<file path="src/rtl/lpc_host_pkg.sv">
package lpc_host_pkg;

  typedef enum logic [3:0] {
    PH_IDLE, PH_START, PH_CTDIR, PH_ADDR, PH_WLO, PH_WHI,
    PH_HTAR0, PH_HTAR1, PH_SYNC, PH_RLO, PH_RHI,
    PH_PTAR0, PH_PTAR1, PH_ABORT
  } bus_phase_t;

  typedef enum logic [1:0] {
    SP_IDLE, SP_ISSUE, SP_WAIT, SP_RESP
  } split_state_t;

  typedef struct packed {
    logic       frame_n;
    logic       oe;
    logic [3:0] nib;
  } bus_drive_t;

  localparam logic [3:0] LAD_START  = 4'h0;
  localparam logic [3:0] LAD_ONES   = 4'hF;
  localparam logic [3:0] SYNC_RDY   = 4'h0;
  localparam logic [3:0] SYNC_SWAIT = 4'h5;
  localparam logic [3:0] SYNC_LWAIT = 4'h6;

  function automatic logic [3:0] cyc_code(input logic is_mem, input logic is_wr);
    return {1'b0, is_mem, is_wr, 1'b0};
  endfunction

endpackage

</file>
<file path="src/rtl/lpc_byte_cycle.sv">
module lpc_byte_cycle
  import lpc_host_pkg::*;
#(
  parameter int ADDR_W     = 32,
  parameter int IO_ADDR_W  = 16,
  parameter int SYNC_LIMIT = 4,
  parameter int ABORT_CLKS = 4
) (
  input  logic              clk,
  input  logic              rst,
  input  logic              start,
  input  logic              is_mem,
  input  logic              is_wr,
  input  logic [ADDR_W-1:0] addr,
  input  logic [7:0]        wbyte,
  input  logic [3:0]        lad_in,
  output logic              lframe_n,
  output logic              lad_oe,
  output logic [3:0]        lad_out,
  output logic              done,
  output logic [7:0]        rbyte
);

  localparam int MEM_NIBS = ADDR_W / 4;
  localparam int IO_NIBS  = IO_ADDR_W / 4;
  localparam int NIB_W    = $clog2(MEM_NIBS);
  localparam int TMR_W    = $clog2(SYNC_LIMIT + 1);
  localparam int ABT_W    = $clog2(ABORT_CLKS + 1);
  localparam logic [NIB_W-1:0] MEM_LAST = NIB_W'(MEM_NIBS - 1);
  localparam logic [NIB_W-1:0] IO_LAST  = NIB_W'(IO_NIBS - 1);
  localparam logic [TMR_W-1:0] TMR_LAST = TMR_W'(SYNC_LIMIT - 1);
  localparam logic [ABT_W-1:0] ABT_LAST = ABT_W'(ABORT_CLKS - 1);

  bus_phase_t        phase_q, phase_n;
  logic [NIB_W-1:0]  nib_q, nib_n;
  logic [TMR_W-1:0]  tmr_q, tmr_n;
  logic [ABT_W-1:0]  abt_q, abt_n;
  logic [ADDR_W-1:0] addr_q, addr_n;
  logic [7:0]        wb_q, wb_n;
  logic [7:0]        rb_q, rb_n;
  logic              mem_q, mem_n;
  logic              wr_q, wr_n;
  bus_drive_t        drv_q;
  logic              sync_wait;

  function automatic bus_drive_t drive_for(
    input bus_phase_t        ph,
    input logic [NIB_W-1:0]  ni,
    input logic [ADDR_W-1:0] a,
    input logic [7:0]        wb,
    input logic              m,
    input logic              w
  );
    bus_drive_t d;
    d = '{frame_n: 1'b1, oe: 1'b0, nib: LAD_ONES};
    case (ph)
      PH_START: d = '{frame_n: 1'b0, oe: 1'b1, nib: LAD_START};
      PH_CTDIR: d = '{frame_n: 1'b1, oe: 1'b1, nib: cyc_code(m, w)};
      PH_ADDR:  d = '{frame_n: 1'b1, oe: 1'b1, nib: a[ni*4 +: 4]};
      PH_WLO:   d = '{frame_n: 1'b1, oe: 1'b1, nib: wb[3:0]};
      PH_WHI:   d = '{frame_n: 1'b1, oe: 1'b1, nib: wb[7:4]};
      PH_HTAR0: d = '{frame_n: 1'b1, oe: 1'b1, nib: LAD_ONES};
      PH_ABORT: d = '{frame_n: 1'b0, oe: 1'b1, nib: LAD_ONES};
      default:  d = '{frame_n: 1'b1, oe: 1'b0, nib: LAD_ONES};
    endcase
    return d;
  endfunction

  assign sync_wait = (lad_in == SYNC_SWAIT) || (lad_in == SYNC_LWAIT);

  always_comb begin
    phase_n = phase_q;
    nib_n   = nib_q;
    tmr_n   = tmr_q;
    abt_n   = abt_q;
    addr_n  = addr_q;
    wb_n    = wb_q;
    rb_n    = rb_q;
    mem_n   = mem_q;
    wr_n    = wr_q;
    unique case (phase_q)
      PH_IDLE: if (start) begin
        addr_n  = addr;
        wb_n    = wbyte;
        mem_n   = is_mem;
        wr_n    = is_wr;
        phase_n = PH_START;
      end
      PH_START: begin
        nib_n   = mem_q ? MEM_LAST : IO_LAST;
        phase_n = PH_CTDIR;
      end
      PH_CTDIR: phase_n = PH_ADDR;
      PH_ADDR: begin
        if (nib_q == '0) phase_n = wr_q ? PH_WLO : PH_HTAR0;
        else             nib_n   = nib_q - 1'b1;
      end
      PH_WLO:   phase_n = PH_WHI;
      PH_WHI:   phase_n = PH_HTAR0;
      PH_HTAR0: phase_n = PH_HTAR1;
      PH_HTAR1: begin
        tmr_n   = '0;
        phase_n = PH_SYNC;
      end
      PH_SYNC: begin
        if (lad_in == SYNC_RDY) begin
          phase_n = wr_q ? PH_PTAR0 : PH_RLO;
        end else if (sync_wait) begin
          tmr_n = '0;
        end else if (tmr_q == TMR_LAST) begin
          abt_n   = '0;
          rb_n    = 8'hFF;
          phase_n = PH_ABORT;
        end else begin
          tmr_n = tmr_q + 1'b1;
        end
      end
      PH_RLO: begin
        rb_n[3:0] = lad_in;
        phase_n   = PH_RHI;
      end
      PH_RHI: begin
        rb_n[7:4] = lad_in;
        phase_n   = PH_PTAR0;
      end
      PH_PTAR0: phase_n = PH_PTAR1;
      PH_PTAR1: phase_n = PH_IDLE;
      PH_ABORT: begin
        if (abt_q == ABT_LAST) phase_n = PH_IDLE;
        else                   abt_n   = abt_q + 1'b1;
      end
      default: phase_n = PH_IDLE;
    endcase
  end

  always_ff @(posedge clk) begin
    if (rst) begin
      phase_q <= PH_IDLE;
      nib_q   <= '0;
      tmr_q   <= '0;
      abt_q   <= '0;
      addr_q  <= '0;
      wb_q    <= '0;
      rb_q    <= '0;
      mem_q   <= 1'b0;
      wr_q    <= 1'b0;
      drv_q   <= '{frame_n: 1'b1, oe: 1'b0, nib: LAD_ONES};
    end else begin
      phase_q <= phase_n;
      nib_q   <= nib_n;
      tmr_q   <= tmr_n;
      abt_q   <= abt_n;
      addr_q  <= addr_n;
      wb_q    <= wb_n;
      rb_q    <= rb_n;
      mem_q   <= mem_n;
      wr_q    <= wr_n;
      drv_q   <= drive_for(phase_n, nib_n, addr_n, wb_n, mem_n, wr_n);
    end
  end

  assign lframe_n = drv_q.frame_n;
  assign lad_oe   = drv_q.oe;
  assign lad_out  = drv_q.nib;
  assign rbyte    = rb_q;
  assign done     = (phase_q == PH_PTAR1) || ((phase_q == PH_ABORT) && (abt_q == ABT_LAST));

endmodule

</file>
<file path="src/rtl/lpc_req_split.sv">
module lpc_req_split
  import lpc_host_pkg::*;
#(
  parameter int DATA_W = 32,
  parameter int ADDR_W = 32
) (
  input  logic              clk,
  input  logic              rst,
  input  logic              req_valid,
  output logic              req_ready,
  input  logic              req_write,
  input  logic              req_is_mem,
  input  logic [1:0]        req_size,
  input  logic [ADDR_W-1:0] req_addr,
  input  logic [DATA_W-1:0] req_wdata,
  output logic              rsp_valid,
  output logic [DATA_W-1:0] rsp_rdata,
  output logic              cyc_start,
  output logic              cyc_mem,
  output logic              cyc_wr,
  output logic [ADDR_W-1:0] cyc_addr,
  output logic [7:0]        cyc_wbyte,
  input  logic              cyc_done,
  input  logic [7:0]        cyc_rbyte
);

  localparam int NBYTES = DATA_W / 8;
  localparam int IDX_W  = (NBYTES > 1) ? $clog2(NBYTES) : 1;

  split_state_t      st_q;
  logic [IDX_W-1:0]  idx_q, last_q;
  logic [ADDR_W-1:0] addr_q;
  logic [DATA_W-1:0] wdata_q;
  logic              mem_q, wr_q;
  logic              accept, byte_done;

  function automatic logic [IDX_W-1:0] last_for(input logic [1:0] sz);
    int n;
    n = (1 << sz) - 1;
    if (n > NBYTES - 1) n = NBYTES - 1;
    return IDX_W'(n);
  endfunction

  assign accept    = (st_q == SP_IDLE) && req_valid;
  assign byte_done = (st_q == SP_WAIT) && cyc_done;

  always_ff @(posedge clk) begin
    if (rst) begin
      st_q    <= SP_IDLE;
      idx_q   <= '0;
      last_q  <= '0;
      addr_q  <= '0;
      wdata_q <= '0;
      mem_q   <= 1'b0;
      wr_q    <= 1'b0;
    end else begin
      unique case (st_q)
        SP_IDLE: if (accept) begin
          addr_q  <= req_addr;
          wdata_q <= req_wdata;
          mem_q   <= req_is_mem;
          wr_q    <= req_write;
          idx_q   <= '0;
          last_q  <= last_for(req_size);
          st_q    <= SP_ISSUE;
        end
        SP_ISSUE: st_q <= SP_WAIT;
        SP_WAIT: if (cyc_done) begin
          if (idx_q == last_q) begin
            st_q <= SP_RESP;
          end else begin
            idx_q <= idx_q + 1'b1;
            st_q  <= SP_ISSUE;
          end
        end
        SP_RESP: st_q <= SP_IDLE;
        default: st_q <= SP_IDLE;
      endcase
    end
  end

  for (genvar b = 0; b < NBYTES; b++) begin : g_lane
    logic [7:0] lane_q;
    always_ff @(posedge clk) begin
      if (rst || accept)                               lane_q <= '0;
      else if (byte_done && (idx_q == IDX_W'(b)))      lane_q <= wr_q ? 8'h00 : cyc_rbyte;
    end
    assign rsp_rdata[8*b +: 8] = lane_q;
  end

  assign req_ready = (st_q == SP_IDLE);
  assign rsp_valid = (st_q == SP_RESP);
  assign cyc_start = (st_q == SP_ISSUE);
  assign cyc_mem   = mem_q;
  assign cyc_wr    = wr_q;
  assign cyc_addr  = addr_q + ADDR_W'(idx_q);
  assign cyc_wbyte = wdata_q[idx_q*8 +: 8];

endmodule

</file>
<file path="src/rtl/lpc_host_seq.sv">
module lpc_host_seq
  import lpc_host_pkg::*;
#(
  parameter int DATA_W     = 32,
  parameter int ADDR_W     = 32,
  parameter int IO_ADDR_W  = 16,
  parameter int SYNC_LIMIT = 4,
  parameter int ABORT_CLKS = 4
) (
  input  logic              clk,
  input  logic              rst,
  input  logic              req_valid,
  output logic              req_ready,
  input  logic              req_write,
  input  logic              req_is_mem,
  input  logic [1:0]        req_size,
  input  logic [ADDR_W-1:0] req_addr,
  input  logic [DATA_W-1:0] req_wdata,
  output logic              rsp_valid,
  output logic [DATA_W-1:0] rsp_rdata,
  output logic              lframe_n,
  output logic [3:0]        lad_out,
  output logic              lad_oe,
  input  logic [3:0]        lad_in
);

  logic              cyc_start, cyc_mem, cyc_wr, cyc_done;
  logic [ADDR_W-1:0] cyc_addr;
  logic [7:0]        cyc_wbyte, cyc_rbyte;

  lpc_req_split #(
    .DATA_W(DATA_W),
    .ADDR_W(ADDR_W)
  ) split_i (
    .clk       (clk),
    .rst       (rst),
    .req_valid (req_valid),
    .req_ready (req_ready),
    .req_write (req_write),
    .req_is_mem(req_is_mem),
    .req_size  (req_size),
    .req_addr  (req_addr),
    .req_wdata (req_wdata),
    .rsp_valid (rsp_valid),
    .rsp_rdata (rsp_rdata),
    .cyc_start (cyc_start),
    .cyc_mem   (cyc_mem),
    .cyc_wr    (cyc_wr),
    .cyc_addr  (cyc_addr),
    .cyc_wbyte (cyc_wbyte),
    .cyc_done  (cyc_done),
    .cyc_rbyte (cyc_rbyte)
  );

  lpc_byte_cycle #(
    .ADDR_W    (ADDR_W),
    .IO_ADDR_W (IO_ADDR_W),
    .SYNC_LIMIT(SYNC_LIMIT),
    .ABORT_CLKS(ABORT_CLKS)
  ) cyc_i (
    .clk     (clk),
    .rst     (rst),
    .start   (cyc_start),
    .is_mem  (cyc_mem),
    .is_wr   (cyc_wr),
    .addr    (cyc_addr),
    .wbyte   (cyc_wbyte),
    .lad_in  (lad_in),
    .lframe_n(lframe_n),
    .lad_oe  (lad_oe),
    .lad_out (lad_out),
    .done    (cyc_done),
    .rbyte   (cyc_rbyte)
  );

endmodule

</file>
<file path="config.mk">
export PLATFORM = sky130hd
export DESIGN_NAME = lpc_host_seq
export DESIGN_NICKNAME = d
export VERILOG_FILES = /design/src/rtl/lpc_host_pkg.sv /design/src/rtl/lpc_byte_cycle.sv /design/src/rtl/lpc_req_split.sv /design/src/rtl/lpc_host_seq.sv
export SDC_FILE = /design/constraint.sdc
export NUM_CORES = 1
export LEC_CHECK = 0
export BUFFER_PORTS_ARGS = -buffer_cell sky130_fd_sc_hd__buf_4
export CAP_MARGIN = 20
export CORE_AREA = 2 2 140 142
export DETAILED_ROUTE_END_ITERATION = 16
export DIE_AREA = 0 0 142 144
export PLACE_DENSITY = 0.74
export RECOVER_POWER = 50
export SYNTH_ARGS = -nofsm -noshare
export SYNTH_HDL_FRONTEND = slang
export SYNTH_SLANG_ARGS = --single-unit
</file>
<file path="constraint.sdc">
create_clock -name clk -period 5.3 [get_ports clk]
set_input_delay 0.795 -clock clk [delete_from_list [all_inputs] [get_ports clk]]
set_output_delay 0.795 -clock clk [all_outputs]
set_load 0.005 [all_outputs]
</file>
==> key figures, run 1 <==
Outcome
  – Outcome: finished with violations
  – Failing checks: max-capacitance violations, max-slew violations

Setup path
  – Critical Path Source Type: input pin
  – Worst Setup End Kind: register
  – Critical-path cell list: clkbuf_2 > clkbuf_1 > nor3_1
  – Worst path max stage delay: 2620 ps
  – Data arrival time of the worst path: 4350 ps
  – Crit path buf inv count: 2
  – Crit path max-delay family: buffers and inverters
  – Slowest CP cell: clkbuf_1
  – Critical R2R Launch: split_i.st_q[0]
  – R2R cell count: 7
  – Setup CP Type: input pin to register
  – CP max FO: 83
  – Critical path depth: 3
  – Worst Setup SP: rst
  – Critical Path End: split_i.last_q[0]
  – Reg2Reg Capture Point: split_i.idx_q[0]
  – R2R Setup Slk: 1490 ps
  – WP data required: 5450 ps

Yosys
  – Dominant cell type by area after synthesis: dfxtp_1
  – Avg Synthesized Cell Area: 8.08 sq um
  – Ys flop type: dfxtp_1
  – Yosys warns: 0
  – Largest family of logic cells by synthesized area: simple AND/OR/NAND/NOR gates
  – Multiplexer share of the synthesized area: 4.91%
  – Post-synthesis compound-gate area fraction: 18.3%
  – Post-Synthesis Cells: 1,016
  – Register bit count reported by yosys: 173
  – Post-synthesis sequential area ratio: 42.2%
  – Ranking of synthesized cells by area: dfxtp_1, nand2_1, a21oi_1
  – XOR/XNOR Fraction of Synth Area: 2.67%
  – Post-synth cell types: 72
  – Number of flops mapped to enable cells by yosys: 0
  – Area share of the largest cell type after synthesis: 42.2%
  – Synthesized net count: 1,104
  – Synth Area in Adders: 2.07%
  – Async SR Flop Fraction: 0%
  – Synthesized area: 8210 sq um
  – Simple-gate area share of the yosys netlist: 26.0%

CTS
  – CTS Buffer Depth: 2
  – Clk pin slew, worst setup/hold paths: 70 ps
  – TritonCTS Buffers: 17
  – CTS Sinks: 173
  – Root Buffer: clkbuf_16
  – Clock Latency Late Sink: 440 ps
  – H-tree depth: 4
  – CTS Hold Bufs: 0
  – Post_cts resized: 0
  – Post-CTS Setup Inserts: 0
  – CTS tree: built

Drt
  – Vias per inst: 5.62
  – DR WL/cell: 15.9 um
  – Detailed Routing Iterations Pass 1: 5
  – ANT nets after route: 0
  – WL final: 21,200 um
  – Detailed Route Iter0 Violations: 634
  – DR vias: 7,504
  – Drt drc: 0

Final layout
  – Ant diodes: 0
  – Commonest non-fill, non-tap cell in the layout: nand2_1
  – Area grow syn2layout: 18.6%
  – Layout cells sized above 1: 16.7%
  – Final Non-Filler Cells: 1,336
  – Filler cell count in the final layout: 1,812
  – Util after Layout: 51.0%
  – Nets: 1,173
  – Most frequent cells in the layout: nand2_1, dfxtp_1, a21oi_1

Power
  – Worst VDD drop: 317 uV
  – Leak: 3.62 nW
  – Power per cell area: 383 nW/um^2

STA
  – Setup violators final: 0
  – Final Critical Period: 4200 ps
  – Clock skew: 17.4 ps
  – Max-Slew Margin vs Limit: -142%
  – RSZ-0062 raised after global routing: no
  – Final Cycle Share: 79.2%
  – Fin. max-slew vios: 154
  – Fin. Hold Viols: 0
  – Least-Margin Pin Slew: 3620 ps
  – Fmax: 0.238 GHz
  – Setup total negative slack: 0 ps

Place
  – IO buf count: 114
  – GPL Wtd Cong: 0.929
  – Hpwl dp: 14,900 um
  – Post-Place Cells: 1,304

Global route
  – First-pass GRT wire length: 34,700 um
  – Vias in the first global route: 6,803
  – Gr ovfl total: 0
  – GRT Overall Usage: 21.1%
  – Initial antenna violation count: 0
  – Pin count of the biggest net entering global routing: 84

Floorplan
  – # IOs: 115
  – Number of cell rows: 51
  – Core area: 19,100 sq um
  – Initial Util: 43.0%
  – Chip width: 142 um
  – Die height: 144 um
  – Die area: 20,400 sq um

Worst hold path
  – HP Class: register to register

Run
  – MaxCap Viol Count: 2
==> cell usage after synthesis, drive strengths merged (7+ instances only) <==
cell type	number
o21ai	16
and2	10
nor4	13
dfxtp	173
o221a	8
o31ai	8
or4	7
nor2	74
nand3	47
mux2i	20
nand4	10
nor2b	16
mux4	8
nand2	223
inv	11
xnor2	16
nand2b	7
a31oi	7
ha	12
nor3	26
xor2	9
and3	7
a21oi	116
a211oi	24
clkbuf	49
buf	21
==> routing by layer <==
metal	GRT usage, %	vias up	wire length [um]
met5	0	-	0
met4	6.42	0	392
met3	4.67	40	1290
met2	33.4	272	9800
met1	28.9	3463	9700
li1	-	3729	-
==> registers in the layout, indices dropped and copies added, names as in the netlist, 2 cells and up <==
name and flops:
split_i.g_lane.lane_q 32, cyc_i.rbyte 8, cyc_i.phase_q 4, split_i.idx_q 2, cyc_i.nib_q 3, split_i.last_q 2
cyc_i.abt_q 3, cyc_i.lad_out 4, cyc_i.tmr_q 3, split_i.addr_q 32, split_i.st_q 2, split_i.wdata_q 32
cyc_i.wb_q 8, cyc_i.addr_q 32
==> cells by family after synthesis <==
| kind of cell | Yosys count |
|---|---|
| and+or+nand+nor | 462 |
| adders and majority gates | 13 |
| DFF | 173 |
| buffers and inverters | 81 |
| xor gates and xnor gates | 25 |
| AOI/OAI and AO/OA | 232 |
| muxes | 30 |
==> where the power goes <==
group | leakage (nW) | switching [mW] | internal (mW) | total, mW
clock | 0.294 | 0.551 | 0.751 | 1.30
combinational | 1.91 | 0.557 | 0.340 | 0.897
sequential | 1.41 | 0.116 | 1.41 | 1.53
total | 3.62 | 1.22 | 2.51 | 3.73
==> worst reg2reg max path: stages, from the launching register on <==
cell and delay [ps]:
dfxtp_1 360, nor2_1 330, and2_2 200, clkbuf_1 1840, nor2_1 200, a31oi_1 360
mux2i_1 220, nor2_1 50
==> area by class of cell <==
cell class | count | area, sq um | area share, %
Timing Repair Buffer | 120 | 880 | 9.04
Tap cell | 238 | 298 | 3.06
Clock inverter | 14 | 179 | 1.84
Sequential cell | 173 | 3460 | 35.6
Clock buffer | 18 | 429 | 4.41
Inverter | 11 | 41.3 | 0.424
Multi-Input combinational cell | 762 | 4440 | 45.6
==> worst min-delay path by stage <==
| stage | cells after the start | startpoint | end | slack (ps) |
|---|---|---|---|---|
| 3_3_place_gp | 2 | cyc_i.abt_q[2] | cyc_i.abt_q[2] | 440 |
| 3_5_place_dp | 2 | split_i.wdata_q[30] | split_i.wdata_q[30] | 450 |
| 2_1_floorplan | 2 | cyc_i.abt_q[2] | cyc_i.abt_q[2] | 430 |
| 6_report | 2 | split_i.wdata_q[0] | split_i.wdata_q[0] | 450 |
| 4_1_cts | 2 | split_i.wdata_q[13] | split_i.wdata_q[13] | 460 |
| 5_1_grt | 2 | split_i.g_lane[1].lane_q[0] | split_i.g_lane[1].lane_q[0] | 470 |
==> stage by stage <==
| step | hold WS [ps] | total power, mW | setup slack (ps) | cell area, sq um |
|---|---|---|---|---|
| after CTS | 456 | 3.74 | 1760 | 9750 |
| after detailed placement | 446 | 2.44 | 1780 | 9150 |
| final | 454 | 3.73 | 1100 | 9730 |
| after global placement | 440 | 2.43 | 1890 | 9150 |
| after floorplan | 432 | 2.17 | 2660 | 8210 |
| after global routing | 468 | 3.91 | 744 | 9730 |
Power figures use the tool's default switching activity.
==> inputs of run 2 (changes only) <==
- clock period: 5.3 -> 3.9 ns (I/O delays scaled with it)
==> run 2 against run 1 <==
The run now ends clean. Wire length is 0.78% higher. First-iteration DRC count grew 9.5%. Critical path type is now register to register. Sequential share of layout area barely moved. Clock skew decreased by 5.6 ps.
==> key figures, run 2 (synthesis results as in run 1) <==
Floorplan
  – Number of cell rows: 51
  – Die height: 144 um
  – # IOs: 115
  – Core area: 19,100 sq um
  – Die area: 20,400 sq um
  – Initial Util: 43.0%
  – Chip width: 142 um

Power
  – Register share of total power: 41.9%
  – Tot Pwr: 4.95 mW
  – Power per cell area: 509 nW/um^2
  – Net switching power: 1.70 mW
  – Sw frac: 34.4%
  – Leak: 3.62 nW
  – Internal power: 3.25 mW
  – Worst VDD drop: 344 uV
  – Comb pwr share: 24.5%
  – Clock share of power: 33.6%

Final layout
  – Multi-input gate area: 4440 sq um
  – Layout cells sized above 1: 17.1%
  – Most frequent cells in the layout: nand2_1, dfxtp_1, a21oi_1
  – Nets: 1,175
  – Filler cell count in the final layout: 1,845
  – Area grow syn2layout: 18.6%
  – Commonest non-fill, non-tap cell in the layout: nand2_1
  – Register area: 3460 sq um
  – Ant diodes: 0
  – Final instance area: 9730 sq um

Setup path
  – Data arrival time of the worst path: 3340 ps
  – Critical Path Source Type: register
  – Slowest CP cell: dfxtp_1
  – Critical-path cell list: nor3b_1 > mux2_2 > nor3_2 > nand2_1 > nor3_1 > a211oi_1 > a211o_1
  – Setup CP Type: register to register
  – WP data required: 4220 ps
  – R2R Setup Slk: 890 ps
  – Worst Setup End Kind: register
  – Worst path max stage delay: 630 ps
  – CP max FO: 18

STA
  – Setup violators final: 0
  – Fin. Hold Viols: 0
  – Final Critical Period: 3010 ps
  – Setup total negative slack: 0 ps
  – Fin. max-slew vios: 0
  – Fmax: 0.332 GHz
  – Final Cycle Share: 77.3%
  – Clock skew: 11.8 ps
  – Max-Slew Margin vs Limit: 20.7%
  – Final WS setup: 886 ps
  – Least-Margin Pin Slew: 1190 ps
  – RSZ-0062 raised after global routing: no

Place
  – Hpwl dp: 15,400 um
  – IO buf count: 114
  – GPL Wtd Cong: 0.922
  – Area post-placement: 9160 sq um
  – Pre-CTS setup slack: 972 ps

Drt
  – ANT nets after route: 0
  – Detailed Route Iter0 Violations: 694
  – DR vias: 7,464
  – DR WL/cell: 16.0 um
  – Detailed Routing Iterations Pass 1: 5
  – WL final: 21,400 um
  – Vias per inst: 5.58
  – Drt drc: 0

Global route
  – Pin count of the biggest net entering global routing: 84
  – Vias in the first global route: 6,829
  – Gr ovfl total: 0
  – First-pass GRT wire length: 34,800 um
  – Met3 Usage GRT: 3.51%
  – Gr busiest metal: met2
  – GRT Overall Usage: 21.3%
  – Met2 GRT Util: 33.5%
  – Initial antenna violation count: 0
  – GR Util met1: 29.9%

CTS
  – Clk pin slew, worst setup/hold paths: 80 ps
  – Clock Latency Late Sink: 440 ps
  – Root Buffer: clkbuf_16
  – TritonCTS Buffers: 17
  – CTS Buffer Depth: 2
  – CTS Hold Bufs: 0
  – H-tree depth: 4
  – CTS tree: built
  – Post_cts resized: 0
  – Post-CTS Setup Inserts: 0
  – CTS Sinks: 173

Outcome
  – Outcome: complete, no violations

Run
  – MaxCap Viol Count: 0

Worst hold path
  – HP Class: input pin to register
## run 2: changes by cell type in the layout (fill, tap and decap cells not counted), sizes merged
cell / delta
buf: +3
bufinv: -3
clkinv: +1
clkbuf: -1
clkinvlp: +1
inv: +1
## run 2: power groups by stage
| stage | combinational [mW] | sequential [mW] | clock (mW) |
|---|---|---|---|
| after floorplan | 0.920 | 2.03 | 0 |
| after global placement | 1.18 | 2.11 | 0 |
| after detailed placement | 1.19 | 2.12 | 0 |
| after CTS | 1.20 | 2.08 | 1.69 |
| after global routing | 1.34 | 2.10 | 1.77 |
| final | 1.21 | 2.08 | 1.66 |
## run 2: worst max-delay path: cells and delay by family, from the launching register on
family | cells | cell delay [ps]
AND/OR/NAND/NOR | 4 | 1500
AO/OA/AOI/OAI | 2 | 330
multiplexers | 1 | 440
flip-flops | 1 | 630
## run 2: final timing paths
check,from,end,cells past startpoint
hold reg to reg,split_i.wdata_q[11],split_i.wdata_q[11],2
setup / recovery,cyc_i.phase_q[0],cyc_i.lad_out[2],7
setup reg to reg,cyc_i.phase_q[0],cyc_i.lad_out[2],7
hold / removal,req_wdata[4],split_i.wdata_q[4],3
## run 2: layout make-up
type,instances,share of cell area (%)
clock inverters,14,1.48
inverters,11,0.424
multi-input cells,762,45.6
clock buffers,18,4.51
repair buffers,122,9.31
well taps,238,3.06
flip-flops and latches,173,35.6
## run 2: metal layers
metal / part of all wire [%] / wire length (um)
met5: 0 / 0
met4: 1.8 / 387
met3: 5.5 / 1180
met2: 46 / 9820
met1: 47 / 9960
## run 2: stage by stage
stage	hold WS (ps)	cells	utilization, %
after CTS	373	1338	51.1
after detailed placement	446	1306	48.0
final	389	1338	51.0
after global routing	385	1338	51.0
after global placement	439	1306	48.0
after floorplan	432	1016	-
==> inputs of run 3 (changes only) <==
- clock period: 3.9 -> 3.1 ns (I/O delays scaled with it)
==> run 3 against run 2 <==
Cell count rose by 0.97%. Sequential power rose by 24%. Clock skew fell by 4.1 ps. Utilization rose by 0.41 points. Via count rose by 1.8%. Count of clock-buffer cells in the layout fell by 1. Combinational power rose by 36%. Sequential cell count did not move. Maximum frequency rose by 6.0%. First-iteration DRC count fell by 12%.
==> key figures, run 3 (synthesis results as in run 1) <==
Place
  – GPL Wtd Cong: 0.907
  – IO buf count: 114
  – Hpwl dp: 15,400 um
  – Pre-CTS setup slack: 349 ps

CTS
  – H-tree depth: 4
  – CTS Sinks: 173
  – Clock Latency Late Sink: 440 ps
  – Root Buffer: clkbuf_16
  – CTS tree: built
  – CTS Hold Bufs: 0
  – Post_cts resized: 0
  – TritonCTS Buffers: 17
  – Post-CTS Setup Inserts: 0
  – Clk pin slew, worst setup/hold paths: 70 ps
  – CTS Buffer Depth: 2

Global route
  – GRT Overall Usage: 21.5%
  – First-pass GRT wire length: 34,900 um
  – Vias in the first global route: 6,937
  – Initial antenna violation count: 0
  – Pin count of the biggest net entering global routing: 75
  – Gr ovfl total: 0

Drt
  – Drt drc: 0
  – Vias per inst: 5.62
  – Detailed Routing Iterations Pass 1: 6
  – ANT nets after route: 0
  – DR WL/cell: 15.9 um
  – DR vias: 7,595
  – Detailed Route Iter0 Violations: 610
  – WL final: 21,400 um

STA
  – Setup total negative slack: 0 ps
  – Max-Slew Margin vs Limit: 19.1%
  – Final Cycle Share: 91.7%
  – Setup violators final: 0
  – Final Critical Period: 2840 ps
  – Fmax: 0.352 GHz
  – Fin. max-slew vios: 0
  – Least-Margin Pin Slew: 1210 ps
  – Fin. Hold Viols: 0
  – Clock skew: 7.69 ps
  – RSZ-0062 raised after global routing: no
  – Final WS setup: 256 ps

Setup path
  – WP data required: 3430 ps
  – Worst Setup End Kind: register
  – Setup CP Type: register to register
  – CP max FO: 14
  – Data arrival time of the worst path: 3170 ps
  – Critical Path Source Type: register

Final layout
  – Commonest non-fill, non-tap cell in the layout: nand2_1
  – Ant diodes: 0
  – Most frequent cells in the layout: nand2_1, dfxtp_1, a21oi_1
  – Area grow syn2layout: 19.5%
  – Layout cells sized above 1: 17.9%
  – Nets: 1,188

Run
  – MaxCap Viol Count: 0

Power
  – Comb pwr share: 26.0%
  – Internal power: 4.12 mW
  – Register share of total power: 40.9%
  – Sw frac: 34.5%
  – Leak: 3.67 nW
  – Worst VDD drop: 460 uV
  – Power per cell area: 641 nW/um^2
  – Net switching power: 2.17 mW
  – Clock share of power: 33.2%

Floorplan
  – # IOs: 115
  – Die area: 20,400 sq um
  – Number of cell rows: 51
  – Core area: 19,100 sq um
  – Initial Util: 43.0%
  – Chip width: 142 um
  – Die height: 144 um

Worst hold path
  – HP Class: input pin to register

Outcome
  – Outcome: complete, no violations
==> run 3: cell count changes in the layout (fill, tap and decap cells not counted), sizes merged <==
cell    before  now
clkinv       4    3
buf         82   94
inv         18   20
==> run 3: through the flow <==
step           cells  area (sq um)  hold WS, ps  power [mW]  utilization (%)
6_report        1351          9810          266        6.29             51.4
5_1_grt         1351          9810          267        6.61             51.4
4_1_cts         1351          9840          260        6.31             51.6
3_5_place_dp    1319          9270          445        4.24             48.6
3_3_place_gp    1319          9270          439        4.22             48.6
2_1_floorplan   1016          8210          432        3.72                -
==> run 3: final cells by class <==
| type | count | area (sq um) |
|---|---|---|
| Clock buffer | 17 | 425 |
| Fill cell | 1856 | 9270 |
| Multi-Input combinational cell | 762 | 4430 |
| Timing Repair Buffer | 135 | 1010 |
| Clock inverter | 15 | 148 |
| Sequential cell | 173 | 3460 |
| Inverter | 11 | 41.3 |
| Tap cell | 238 | 298 |
==> run 3: critical path, cell delays in order, from the launching register on <==
cell     delay (ps)
dfxtp_1         450
nor3b_1         650
nand4_1         280
nand2_1         330
buf_4           260
a21oi_1          60
o31ai_1         290
nand3_1         120
a211o_1         300
==> run 3: worst paths after layout <==
path	start	to	slack, ps	cells after the start
min	req_addr[27]	split_i.addr_q[27]	270	3
min reg2reg	split_i.g_lane[0].lane_q[2]	split_i.g_lane[0].lane_q[2]	450	2
max	cyc_i.phase_q[3]	cyc_i.lad_out[2]	260	8
max reg2reg	cyc_i.phase_q[3]	cyc_i.lad_out[2]	260	8
==> run 3: per-layer routing <==
layer,GRT usage (%),wire length (um),vias to the layer above
met5,0,0,-
met4,6.79,402,0
met3,4.27,1040,31
met2,35.4,10100,250
met1,28.4,9940,3560
li1,-,-,3754
==> run 3: power by group through the flow <==
| stage | clock, mW | combinational [mW] | sequential (mW) |
|---|---|---|---|
| 6_report | 2.09 | 1.64 | 2.57 |
| 5_1_grt | 2.20 | 1.81 | 2.59 |
| 4_1_cts | 2.12 | 1.62 | 2.57 |
| 3_5_place_dp | 0 | 1.62 | 2.62 |
| 3_3_place_gp | 0 | 1.60 | 2.62 |
| 2_1_floorplan | 0 | 1.16 | 2.56 |
